$ cat config.mk
export PLATFORM = sky130hd
export DESIGN_NAME = gf_sq_top
export DESIGN_NICKNAME = d
export VERILOG_FILES = /design/src/rtl/gf_sq_pkg.sv /design/src/rtl/gf_rst_sync.sv /design/src/rtl/gf_interleave.sv /design/src/rtl/gf_fold.sv /design/src/rtl/gf_sq_top.sv
export SDC_FILE = /design/constraint.sdc
export NUM_CORES = 1
export LEC_CHECK = 0
export ABC_AREA = 1
export CORE_AREA = 10 10 357 359
export CTS_CLUSTER_DIAMETER = 80
export DETAILED_ROUTE_END_ITERATION = 6
export DIE_AREA = 0 0 367 369
export PLACE_DENSITY_LB_ADDON = 0.2
export SYNTH_ARGS = -nofsm -noshare
export SYNTH_HDL_FRONTEND = slang
export SYNTH_HIERARCHICAL = 1
export SYNTH_SLANG_ARGS = --single-unit
$ cat constraint.sdc
create_clock -name clk -period 8.64 [get_ports clk]
set_input_delay 1.296 -clock clk [delete_from_list [all_inputs] [get_ports clk]]
set_output_delay 1.296 -clock clk [all_outputs]
set_load 0.02 [all_outputs]
$ cat src/rtl/gf_sq_pkg.sv
package gf_sq_pkg;
  localparam int unsigned FIELD_M = 233;
  localparam int unsigned TRI_K   = 74;

  typedef enum logic {
    SQ_MODE_SQUARE = 1'b0,
    SQ_MODE_REDUCE = 1'b1
  } sq_mode_e;
endpackage

$ cat src/rtl/gf_rst_sync.sv
module gf_rst_sync #(
  parameter int unsigned STAGES = 2
) (
  input  logic clk,
  input  logic rst_n,
  output logic rst_n_sync
);
  logic [STAGES-1:0] chain_q;
  logic [STAGES-1:0] chain_d;

  always_comb begin
    chain_d = {chain_q[STAGES-2:0], 1'b1};
  end

  always_ff @(posedge clk or negedge rst_n) begin
    if (!rst_n) chain_q <= '0;
    else        chain_q <= chain_d;
  end

  assign rst_n_sync = chain_q[STAGES-1];
endmodule

$ cat src/rtl/gf_interleave.sv
module gf_interleave #(
  parameter int unsigned M = 233
) (
  input  logic [M-1:0]   a,
  output logic [2*M-2:0] sq
);
  for (genvar i = 0; i < M; i++) begin : g_even
    assign sq[2*i] = a[i];
  end
  for (genvar i = 0; i < M-1; i++) begin : g_odd
    assign sq[2*i+1] = 1'b0;
  end
endmodule

$ cat src/rtl/gf_fold.sv
module gf_fold #(
  parameter int unsigned IN_W  = 465,
  parameter int unsigned M     = 233,
  parameter int unsigned K     = 74,
  parameter int unsigned OUT_W = 306
) (
  input  logic [IN_W-1:0]  din,
  output logic [OUT_W-1:0] dout
);
  localparam int unsigned HW = IN_W - M;

  logic [OUT_W-1:0] acc;

  always_comb begin
    acc = '0;
    for (int i = 0; i < int'(M); i++) begin
      acc[i] = din[i];
    end
    for (int j = 0; j < int'(HW); j++) begin
      acc[j]   = acc[j]   ^ din[M+j];
      acc[j+K] = acc[j+K] ^ din[M+j];
    end
  end

  assign dout = acc;
endmodule

$ cat src/rtl/gf_sq_top.sv
module gf_sq_top
  import gf_sq_pkg::*;
#(
  parameter int unsigned M = FIELD_M,
  parameter int unsigned K = TRI_K
) (
  input  logic           clk,
  input  logic           rst_n,
  input  logic           en,
  input  logic           mode,
  input  logic [M-1:0]   a_in,
  input  logic [2*M-2:0] wide_in,
  output logic [M-1:0]   res_out,
  output logic           vld_out
);
  localparam int unsigned W   = 2*M - 1;
  localparam int unsigned H1  = W - M;
  localparam int unsigned F1W = (H1 + K > M) ? (H1 + K) : M;

  logic           rst_n_s;
  logic [W-1:0]   sq_wide;
  logic [W-1:0]   fold_src;
  logic [F1W-1:0] fold1;
  logic [M-1:0]   fold2;
  logic [M-1:0]   res_d, res_q;
  logic           vld_d, vld_q;
  sq_mode_e       mode_e;

  gf_rst_sync #(.STAGES(2)) u_rst (
    .clk(clk), .rst_n(rst_n), .rst_n_sync(rst_n_s)
  );

  gf_interleave #(.M(M)) u_ilv (
    .a(a_in), .sq(sq_wide)
  );

  assign mode_e   = sq_mode_e'(mode);
  assign fold_src = (mode_e == SQ_MODE_REDUCE) ? wide_in : sq_wide;

  gf_fold #(.IN_W(W), .M(M), .K(K), .OUT_W(F1W)) u_fold1 (
    .din(fold_src), .dout(fold1)
  );

  gf_fold #(.IN_W(F1W), .M(M), .K(K), .OUT_W(M)) u_fold2 (
    .din(fold1), .dout(fold2)
  );

  always_comb begin
    res_d = res_q;
    if (en) res_d = fold2;
    vld_d = en;
  end

  always_ff @(posedge clk or negedge rst_n_s) begin
    if (!rst_n_s) begin
      res_q <= '0;
      vld_q <= 1'b0;
    end else begin
      res_q <= res_d;
      vld_q <= vld_d;
    end
  end

  assign res_out = res_q;
  assign vld_out = vld_q;
endmodule

==> metrics.log <==
[metrics] result of the run: finished, final reports clean
[metrics] All-Layer GR Usage: 0.1733
[metrics] Die Span Y: 369 um
[metrics] Critical Path RT: 9.11 ns
[metrics] number of CTS-inserted buffers: 41
[metrics] NumNets Final: 6,329
[metrics] final setup TNS: 0 ns
[metrics] slack of the critical path: 5.022 ns
[metrics] clk slew on worst S/H paths: 0.06 ns
[metrics] post-route ant nets: 0
[metrics] top achievable clock speed: 276.4 MHz
[metrics] CTS tree: done
[metrics] summed instance area of the synthesized netlist: 28,350 sq um
[metrics] peak supply drop: 0.0001075 V
[metrics] Gates resized, CTS repair: 0
[metrics] min-delay worst type: reg -> async
[metrics] root buffer selected by CTS: sky130_fd_sc_hd__clkbuf_16
[metrics] Leak: 21.40 nW
[metrics] power per cell area: 151.1 nW/um^2
[metrics] syn_area_per_cell: 5.469 sq um
[metrics] Place WS: 4.257 ns
[metrics] total via count in the routed design: 28,456
[metrics] pin slew with the least headroom to its limit: 1.065 ns
[metrics] ratio of cells with drive above 1 in the final layout: 0.05426
[metrics] post-CTS setup buffer count: 0
[metrics] setup violators final: 0
[metrics] setup repair after global routing missed its margin: no
[metrics] number of flip-flops and latches in the synthesized netlist: 236
[metrics] post-DR wirelength/cell: 17.01 um
[metrics] CTS max path bufs: 3
[metrics] Setup crit end kind: flip-flop
[metrics] Period Utilization, post-route: 0.4188
[metrics] max-slew violation total from the final report: 0
[metrics] Area Growth Syn to Fin: 28.02%
[metrics] Die Wd: 367 um
[metrics] first-pass GRT wire length: 176,600 um
[metrics] WL final: 124,000 um
[metrics] fill count: 13,641
[metrics] most frequent cells in the layout: sky130_fd_sc_hd__nand2_1, sky130_fd_sc_hd__clkdlybuf4s50_1, sky130_fd_sc_hd__inv_1, sky130_fd_sc_hd__dfrtp_1, sky130_fd_sc_hd__conb_1
[metrics] Clk Latency, worst-skew pair: 0.58 ns
[metrics] die area: 135,400 sq um
[metrics] synthesized netlist cell count: 5,183
[metrics] fraction of the yosys area taken by sequential cells: 0.2083
[metrics] TritonCTS Sinks: 236
[metrics] total overflow reported by the global router: 0
[metrics] Syn. warnings: 6
[metrics] DP Wirelength: 98,970 um
[metrics] max-cap check violation count: 0
[metrics] arrival time at the worst endpoint: 4.09 ns
[metrics] initial antenna violation count: 30
[metrics] leading cell type in the layout, fill and taps excluded: sky130_fd_sc_hd__nand2_1
[metrics] critical path type: in -> reg
[metrics] number of I/O port buffers: 935
[metrics] Tmin final: 3.618 ns
[metrics] pin count of the biggest net entering global routing: 177
[metrics] H-tree levels: 2
[metrics] count of distinct cell types in the synthesized netlist: 15
[metrics] setup slack of the most critical reg-to-reg path: 6.38 ns
[metrics] weighted congestion at the end of routability-driven global placement: 0.8754
[metrics] FP Rows: 127
[metrics] Max-slew headroom: 0.2901
[metrics] peak fanout along the critical path: 148
[metrics] total I/O pin count: 936
[metrics] iteration-0 DRC count of the detailed router: 1,704
[metrics] Post-CTS Hold Fix Bufs: 0
[metrics] via count of the first global-routing pass: 26,662
[metrics] Worst Setup Start Kind: input port
[metrics] starting density of the core: 0.2366
[metrics] Via density: 3.903
[metrics] Floorplan Core Area: 119,800 sq um
[metrics] detailed-routing iteration count for the pre-antenna-repair pass: 6
[metrics] final worst clock skew: 0.01579 ns
[metrics] # DRC: 0
[metrics] final number of hold-violating endpoints: 0
layout make-up:
class                           count  area (sq um)  area share
Multi-Input combinational cell   3788         14990      0.4131
Timing Repair Buffer              949          9537      0.2628
Clock buffer                       57          1189     0.03275
Sequential cell                   236          5909      0.1628
Antenna cell                       20         50.05    0.001379
Clock inverter                     17         279.0    0.007689
Tap cell                         1612          2017     0.05558
Inverter                          611          2317     0.06385
stage by stage:
| stage | power (mW) | hold WS [ns] | instance area, sq um | instances | utilization |
|---|---|---|---|---|---|
| global placement | 3.670 | 0.2372 | 34770 | 7196 | 0.2902 |
| global route | 5.855 | 0.2585 | 36280 | 7288 | 0.3028 |
| detailed placement | 3.679 | 0.2335 | 34770 | 7196 | 0.2902 |
| floorplan | 2.868 | 0.3312 | 29210 | 5414 | - |
| CTS | 5.583 | 0.2387 | 36240 | 7270 | 0.3025 |
| finish | 5.483 | 0.2277 | 36290 | 7290 | 0.3029 |
synthesized netlist by cell type:
library cell               instances  area, sq um
sky130_fd_sc_hd__dfrtp_1         236         5906
sky130_fd_sc_hd__buf_2            64        320.3
sky130_fd_sc_hd__inv_2           142        533.0
sky130_fd_sc_hd__inv_1           467         1753
sky130_fd_sc_hd__inv_6             1        8.760
sky130_fd_sc_hd__nand2_1        3242        12170
sky130_fd_sc_hd__nand3_1         158        790.8
sky130_fd_sc_hd__clkbuf_1          1        3.750
sky130_fd_sc_hd__buf_6            55        619.3
sky130_fd_sc_hd__xor2_1           75        656.9
sky130_fd_sc_hd__inv_4             1        6.260
sky130_fd_sc_hd__buf_4           649         4872
sky130_fd_sc_hd__buf_12           10        200.2
sky130_fd_sc_hd__nand2_2          80        500.5
sky130_fd_sc_hd__conb_1            2        7.510
worst paths after layout:
check	start	to	cells after the start
hold / removal	u_rst/chain_q[1]	res_out[122]	0
setup / recovery	mode	res_out[137]	14
min in group clk	u_rst/chain_q[0]	u_rst/chain_q[1]	0
max in group asynchronous	u_rst/chain_q[1]	res_out[160]	2
setup reg to reg	u_rst/chain_q[1]	res_out[160]	2
hold reg to reg	u_rst/chain_q[1]	res_out[122]	0
flip-flops by register name, indices dropped and copies added, names as in the netlist:
register	cells
vld_out	1
u_rst/chain_q	2
res_out	233
cells by family (layout without fill, tap and decap cells):
kind of cell / count (synthesis) / count (layout) / share of synthesized area
xor gates and xnor gates: 75 / 75 / 0.02317
other: 2 / 253 / 0.0002649
and+or+nand+nor: 3480 / 3480 / 0.4748
DFF: 236 / 236 / 0.2083
buffers and inverters: 1390 / 1634 / 0.2934
metal layers:
layer / GRT usage / part of all wire / vias up
li1: - / - / 15109
met1: 0.2057 / 0.42 / 12465
met2: 0.2995 / 0.48 / 749
met3: 0.04908 / 0.071 / 121
met4: 0.05432 / 0.026 / 12
met5: 0 / 0.00063 / -
critical path, stage by stage:
cell and delay [ns]:
sky130_fd_sc_hd__buf_8 0.44, sky130_fd_sc_hd__buf_12 0.50, sky130_fd_sc_hd__buf_4 0.77, sky130_fd_sc_hd__nand2_1 0.10, sky130_fd_sc_hd__nand2_1 0.22, sky130_fd_sc_hd__nand2_1 0.10
sky130_fd_sc_hd__nand2_1 0.06, sky130_fd_sc_hd__nand2_1 0.04, sky130_fd_sc_hd__nand2_1 0.08, sky130_fd_sc_hd__inv_1 0.04, sky130_fd_sc_hd__nand2_1 0.05, sky130_fd_sc_hd__nand2_1 0.05
sky130_fd_sc_hd__nand2_1 0.06, sky130_fd_sc_hd__nand2_1 0.05
power by group:
part,switching [mW],internal [mW]
sequential,0.119,1.28
clock,0.673,1.17
combinational,1.30,0.942
Note: power is estimated with default switching activity, not from simulation.
